### config.mk
export PLATFORM = sky130hd
export DESIGN_NAME = rstCauseTop
export DESIGN_NICKNAME = d
export VERILOG_FILES = /design/src/rtl/rstCausePkg.sv /design/src/rtl/rstArbCtl.sv /design/src/rtl/rstStatusPath.sv /design/src/rtl/rstCauseTop.sv
export SDC_FILE = /design/constraint.sdc
export NUM_CORES = 1
export LEC_CHECK = 0
export ABC_CLOCK_PERIOD_IN_PS = 2600
export BUFFER_PORTS_ARGS = -buffer_cell sky130_fd_sc_hd__buf_2
export CORE_AREA = 2 2 39 41
export CTS_BUF_LIST = sky130_fd_sc_hd__clkbuf_4
export CTS_CLUSTER_DIAMETER = 150
export CTS_CLUSTER_SIZE = 40
export DETAILED_ROUTE_END_ITERATION = 8
export DIE_AREA = 0 0 41 43
export PLACE_DENSITY_LB_ADDON = 0.15
export SYNTH_ARGS = -nofsm -noshare
export SYNTH_HDL_FRONTEND = slang
export SYNTH_HIERARCHICAL = 1
export SYNTH_SLANG_ARGS = --single-unit
### constraint.sdc
create_clock -name clk -period 2.6 [get_ports clk]
set_clock_uncertainty 0.1 [all_clocks]
set_input_delay 0.78 -clock clk [delete_from_list [all_inputs] [get_ports clk]]
set_output_delay 0.78 -clock clk [all_outputs]
set_load 0.02 [all_outputs]
### src/rtl/rstCausePkg.sv
package rstCausePkg;
  localparam int CAUSE_N = 4;
  localparam int IDX_SW  = 0;
  localparam int IDX_WD  = 1;
  localparam int IDX_LOC = 2;
  localparam int IDX_POR = 3;

  typedef struct packed {
    logic setLoc;
    logic setWd;
    logic setSw;
  } rstStrobe_t;
endpackage

### src/rtl/rstArbCtl.sv
module rstArbCtl
  import rstCausePkg::*;
#(
  parameter int STRETCH = 16
) (
  input  logic       clk,
  input  logic       porN,
  input  logic       lossOfRef,
  input  logic       rstEnable,
  input  logic       vcoOn,
  input  logic       wdRstReq,
  input  logic       swRstReq,
  output rstStrobe_t strobes,
  output logic       extRstOut,
  output logic       globalRst
);
  localparam int CNT_W = $clog2(STRETCH + 1);

  logic [CNT_W-1:0] stretchCnt;
  logic             fullQ;
  logic             busy;
  logic             locOk;
  logic             anyFire;

  assign busy  = (stretchCnt != '0);
  assign locOk = lossOfRef & rstEnable & vcoOn;

  // fixed priority among synchronous sources; nothing accepted while busy
  always_comb begin
    strobes = '0;
    if (!busy) begin
      if (locOk)         strobes.setLoc = 1'b1;
      else if (wdRstReq) strobes.setWd  = 1'b1;
      else if (swRstReq) strobes.setSw  = 1'b1;
    end
  end

  assign anyFire = |strobes;

  always_ff @(posedge clk or negedge porN) begin
    if (!porN) begin
      stretchCnt <= CNT_W'(STRETCH);
      fullQ      <= 1'b1;
    end else if (anyFire) begin
      stretchCnt <= CNT_W'(STRETCH);
      fullQ      <= strobes.setLoc | strobes.setWd;
    end else if (busy) begin
      stretchCnt <= stretchCnt - 1'b1;
    end
  end

  assign extRstOut = busy;
  assign globalRst = busy & fullQ;


  strobe_onehot_chk: assert property (@(posedge clk) disable iff (!porN)
    $onehot0(strobes));


  stretch_hold_chk: assert property (@(posedge clk) disable iff (!porN)
    $rose(extRstOut) |=> extRstOut);
endmodule

### src/rtl/rstStatusPath.sv
module rstStatusPath
  import rstCausePkg::*;
#(
  parameter int DATA_W = 8
) (
  input  logic              clk,
  input  logic              porN,
  input  rstStrobe_t        strobes,
  input  logic              busSel,
  input  logic              busWrite,
  output logic [DATA_W-1:0] busRdata,
  output logic              softRst
);
  logic [CAUSE_N-1:0] statusQ;
  logic [CAUSE_N-1:0] statusNext;
  logic               softQ;

  always_comb begin
    statusNext = statusQ;
    if (strobes.setLoc)     statusNext = CAUSE_N'(1) << IDX_LOC;
    else if (strobes.setWd) statusNext = CAUSE_N'(1) << IDX_WD;
    else if (strobes.setSw) statusNext = CAUSE_N'(1) << IDX_SW;
  end

  always_ff @(posedge clk or negedge porN) begin
    if (!porN) begin
      statusQ <= CAUSE_N'(1) << IDX_POR;
      softQ   <= 1'b0;
    end else begin
      statusQ <= statusNext;
      softQ   <= strobes.setSw;
    end
  end

  assign softRst  = softQ;
  assign busRdata = (busSel && !busWrite) ? DATA_W'(statusQ) : '0;


  cause_onehot_chk: assert property (@(posedge clk) disable iff (!porN)
    $countones(statusQ) == 1);


  write_ignore_chk: assert property (@(posedge clk) disable iff (!porN)
    (busSel && busWrite && strobes == '0) |=> $stable(statusQ));


  soft_pulse_chk: assert property (@(posedge clk) disable iff (!porN)
    softQ |=> !softQ);
endmodule

### src/rtl/rstCauseTop.sv
module rstCauseTop
  import rstCausePkg::*;
#(
  parameter int STRETCH = 16,
  parameter int DATA_W  = 8
) (
  input  logic              clk,
  input  logic              porN,
  input  logic              lossOfRef,
  input  logic              rstEnable,
  input  logic              vcoOn,
  input  logic              wdRstReq,
  input  logic              swRstReq,
  input  logic              busSel,
  input  logic              busWrite,
  output logic [DATA_W-1:0] busRdata,
  output logic              globalRst,
  output logic              extRstOut,
  output logic              softRst
);
  rstStrobe_t strobes;

  rstArbCtl #(.STRETCH(STRETCH)) uCtl (
    .clk(clk), .porN(porN), .lossOfRef(lossOfRef), .rstEnable(rstEnable),
    .vcoOn(vcoOn), .wdRstReq(wdRstReq), .swRstReq(swRstReq),
    .strobes(strobes), .extRstOut(extRstOut), .globalRst(globalRst)
  );

  rstStatusPath #(.DATA_W(DATA_W)) uPath (
    .clk(clk), .porN(porN), .strobes(strobes), .busSel(busSel),
    .busWrite(busWrite), .busRdata(busRdata), .softRst(softRst)
  );


  loc_gate_chk: assert property (@(posedge clk) disable iff (!porN)
    (lossOfRef && !(rstEnable && vcoOn) && !wdRstReq && !swRstReq && !extRstOut)
      |=> !extRstOut);


  soft_partial_chk: assert property (@(posedge clk) disable iff (!porN)
    softRst |-> (extRstOut && !globalRst));
endmodule

==> impl_metrics.py <==
metrics = {
    "critical_path": {
        "crit_slowest_cell": "dfrtp_1",
        "path_class": "reg2out",
        "reg2reg_depth": 7,
        "cp.required_ns": 1.72,
        "rrSetupSlack_ns": 0.70,
        "worstPathArrival_ns": 1.54,
        "slowest_delay_ns": 0.41,
        "r2r_start": "uCtl/stretchCnt[0]",
        "cp_max_fo": 4,
        "reg2reg_to": "uPath/statusQ[2]",
        "end_kind": "output port",
        "cpLargestDelayFamily": "flip-flops",
        "path_common_cell": "inv_1",
        "critical_path.cell_chain": "inv_1 -> ha_1 -> nor4b_4 -> inv_1 -> buf_2",
        "critPathBufInv": 3,
        "startpoint_type": "flop",
    },
    "pwr": {
        "p_leak_uw": 0.000327,
        "ir_worst_vdd_mv": 0.500,
        "power_density_nw_per_um2": 1000,
    },
    "outcome": {
        "outcome": "finished, final reports clean",
    },
    "place": {
        "routabilityCongestion": 0.693,
        "io_buffer_count": 15,
        "place_hpwl_um": 765,
    },
    "clock_tree": {
        "cts_hold_buffers": 0,
        "cts_tree": "built",
        "clock-sinks": 11,
        "path_clk_slew_ns": 0.07,
        "cts_setup_buffers": 0,
        "clk-insertion-delay-late_ns": 0.26,
        "cts_buffers": 3,
        "clk_path_buf_depth": 2,
        "htree_levels": 1,
        "ctsResizeCount": 0,
        "cts-root-buf": "clkbuf_4",
    },
    "floorplan": {
        "io_pins": 20,
        "die_y_um": 43,
        "initial_core_util_pct": 42.0,
        "core_um2": 1380,
        "die_width_um": 41,
        "dieArea_um2": 1760,
        "row_count": 14,
    },
    "grt": {
        "grt_pass1_vias": 393,
        "grt_overflow_total": 0,
        "grt_pass1_wl_um": 1640,
        "grt.total_usage_pct": 13.5,
        "antenna_found_initial": 0,
        "grt_max_degree": 12,
    },
    "sta": {
        "setup_violations": 0,
        "min_period_over_period_pct": 93.1,
        "setup-tns-final_ns": 0,
        "rsz0062_at_grt": "false",
        "finalCriticalPeriod_ns": 2.42,
        "fmax_mhz": 413,
        "hold_violations": 0,
        "report.final.slew_viol_count": 0,
    },
    "logic_synthesis": {
        "yosysWarningCount": 6,
        "seq_area_frac_synth_pct": 48.1,
        "syn_area_per_cell_um2": 10.4,
        "syn_inst": 56,
        "ys_ff_latch": 11,
        "synth_cell_type_count": 27,
        "netlist_area_um2": 581,
    },
    "detailed_routing": {
        "post_drt_wl_per_cell_um": 10.7,
        "drc": 0,
        "vias": 444,
        "viasPerCell": 4.93,
        "drt.antenna.violating_nets": 0,
        "drtIter0Drc": 2,
        "first_pass_iters": 4,
        "routed_wl_um": 963,
    },
    "final_layout": {
        "syn2layout_area_growth_pct": 17.7,
        "layout.nets": 85,
        "diodes": 0,
        "drive_above_1_share_pct": 37.8,
        "post-route-util_pct": 49.4,
    },
    "hold_path": {
        "hold_class": "in2async",
    },
    "flow_run": {
        "drv_cap": 0,
    },
}
worst max path at each step:
stage / startpoint / end / slack (ns) / cells after the start
3_5_place_dp: busSel / busRdata[3] / 0.40 / 4
5_1_grt: uCtl/stretchCnt[0] / extRstOut / 0.04 / 5
6_report: uCtl/stretchCnt[0] / extRstOut / 0.18 / 5
2_1_floorplan: uCtl/stretchCnt[0] / globalRst / 0.54 / 5
4_1_cts: uCtl/stretchCnt[0] / extRstOut / 0.15 / 5
3_3_place_gp: busSel / busRdata[1] / 0.41 / 4
state kept, by name, indices dropped and copies added, names as in the netlist:
register,cells
uCtl/fullQ,1
uCtl/stretchCnt,5
uPath/softRst,1
uPath/statusQ,4
cells in the mapped netlist:
| cell type | number | share of area, % |
|---|---|---|
| dfrtp_1 | 8 | 34 |
| and2_1 | 4 | 4.3 |
| buf_4 | 4 | 5.2 |
| inv_1 | 4 | 2.6 |
| dfstp_2 | 3 | 14 |
| nand2b_1 | 3 | 3.2 |
| nand3_1 | 3 | 2.6 |
| nor2_1 | 3 | 1.9 |
| o21ai_0 | 3 | 2.6 |
| and3_1 | 2 | 2.2 |
| nor3_1 | 2 | 1.7 |
| o21ai_1 | 2 | 1.7 |
| a21oi_2 | 1 | 1.5 |
| a311oi_1 | 1 | 1.5 |
| a31o_1 | 1 | 1.5 |
| a31oi_1 | 1 | 1.1 |
| buf_6 | 1 | 1.9 |
| conb_1 | 1 | 0.65 |
| ha_1 | 1 | 2.2 |
| inv_2 | 1 | 0.65 |
| nand2_1 | 1 | 0.65 |
| nor2b_1 | 1 | 1.1 |
| nor2b_2 | 1 | 1.5 |
| nor4b_2 | 1 | 2.6 |
| nor4b_4 | 1 | 4.1 |
| o2bb2ai_1 | 1 | 1.5 |
| xnor2_1 | 1 | 1.5 |
kinds of logic after synthesis:
logic type	synth area share [%]
adder cells (fa/ha/maj)	2.15
AND/OR/NAND/NOR	25.9
AO/OA/AOI/OAI	11.4
buffers and inverters	10.3
flip-flops	48.1
other	0.646
XOR/XNOR	1.51
cells in the final DEF, fill, tap and decap left out, types with 2 or more instances in the layout:
| cell type | n |
|---|---|
| and2_1 | 4 |
| and3_1 | 2 |
| buf_2 | 15 |
| clkbuf_4 | 4 |
| conb_1 | 4 |
| dfrtp_1 | 8 |
| dfstp_2 | 3 |
| inv_1 | 4 |
| nand2b_1 | 3 |
| nand3_1 | 3 |
| nor2_1 | 3 |
| nor3_1 | 2 |
| o21ai_0 | 3 |
| o21ai_1 | 2 |
power by group:
group / leakage [uW] / internal (uW) / switching, uW
Combinational: 0.000177 / 118 / 133
Clock: 0.0000184 / 69.6 / 53.3
Sequential: 0.000131 / 254 / 57.6
routing by layer:
layer / share of wire [%] / GRT usage [%] / vias to the layer above
li1: - / - / 219
met2: 48 / 19.1 / 16
met5: 0 / 0 / -
met1: 43 / 19.1 / 207
met4: 0.83 / 6.00 / 0
met3: 7.9 / 3.14 / 2
through the flow:
step                      hold slack [ns]  area, um^2  setup slack [ns]  power [uW]  instances
final                               0.272         683             0.180         686         90
after global routing                0.281         683            0.0387         751         90
after CTS                           0.272         683             0.155         695         90
after detailed placement            0.383         653             0.401         564         86
after global placement              0.379         653             0.408         559         86
after floorplan                     0.361         592             0.544         504         59
area by class of cell:
| cell class | instances | area (um^2) |
|---|---|---|
| flip-flops and latches | 11 | 279 |
| fillers | 141 | 701 |
| inverters | 5 | 18.8 |
| clock buffers | 4 | 30.0 |
| well taps | 16 | 20.0 |
| repair buffers | 16 | 82.6 |
| multi-input cells | 38 | 253 |
Note: power is estimated with default switching activity, not from simulation.
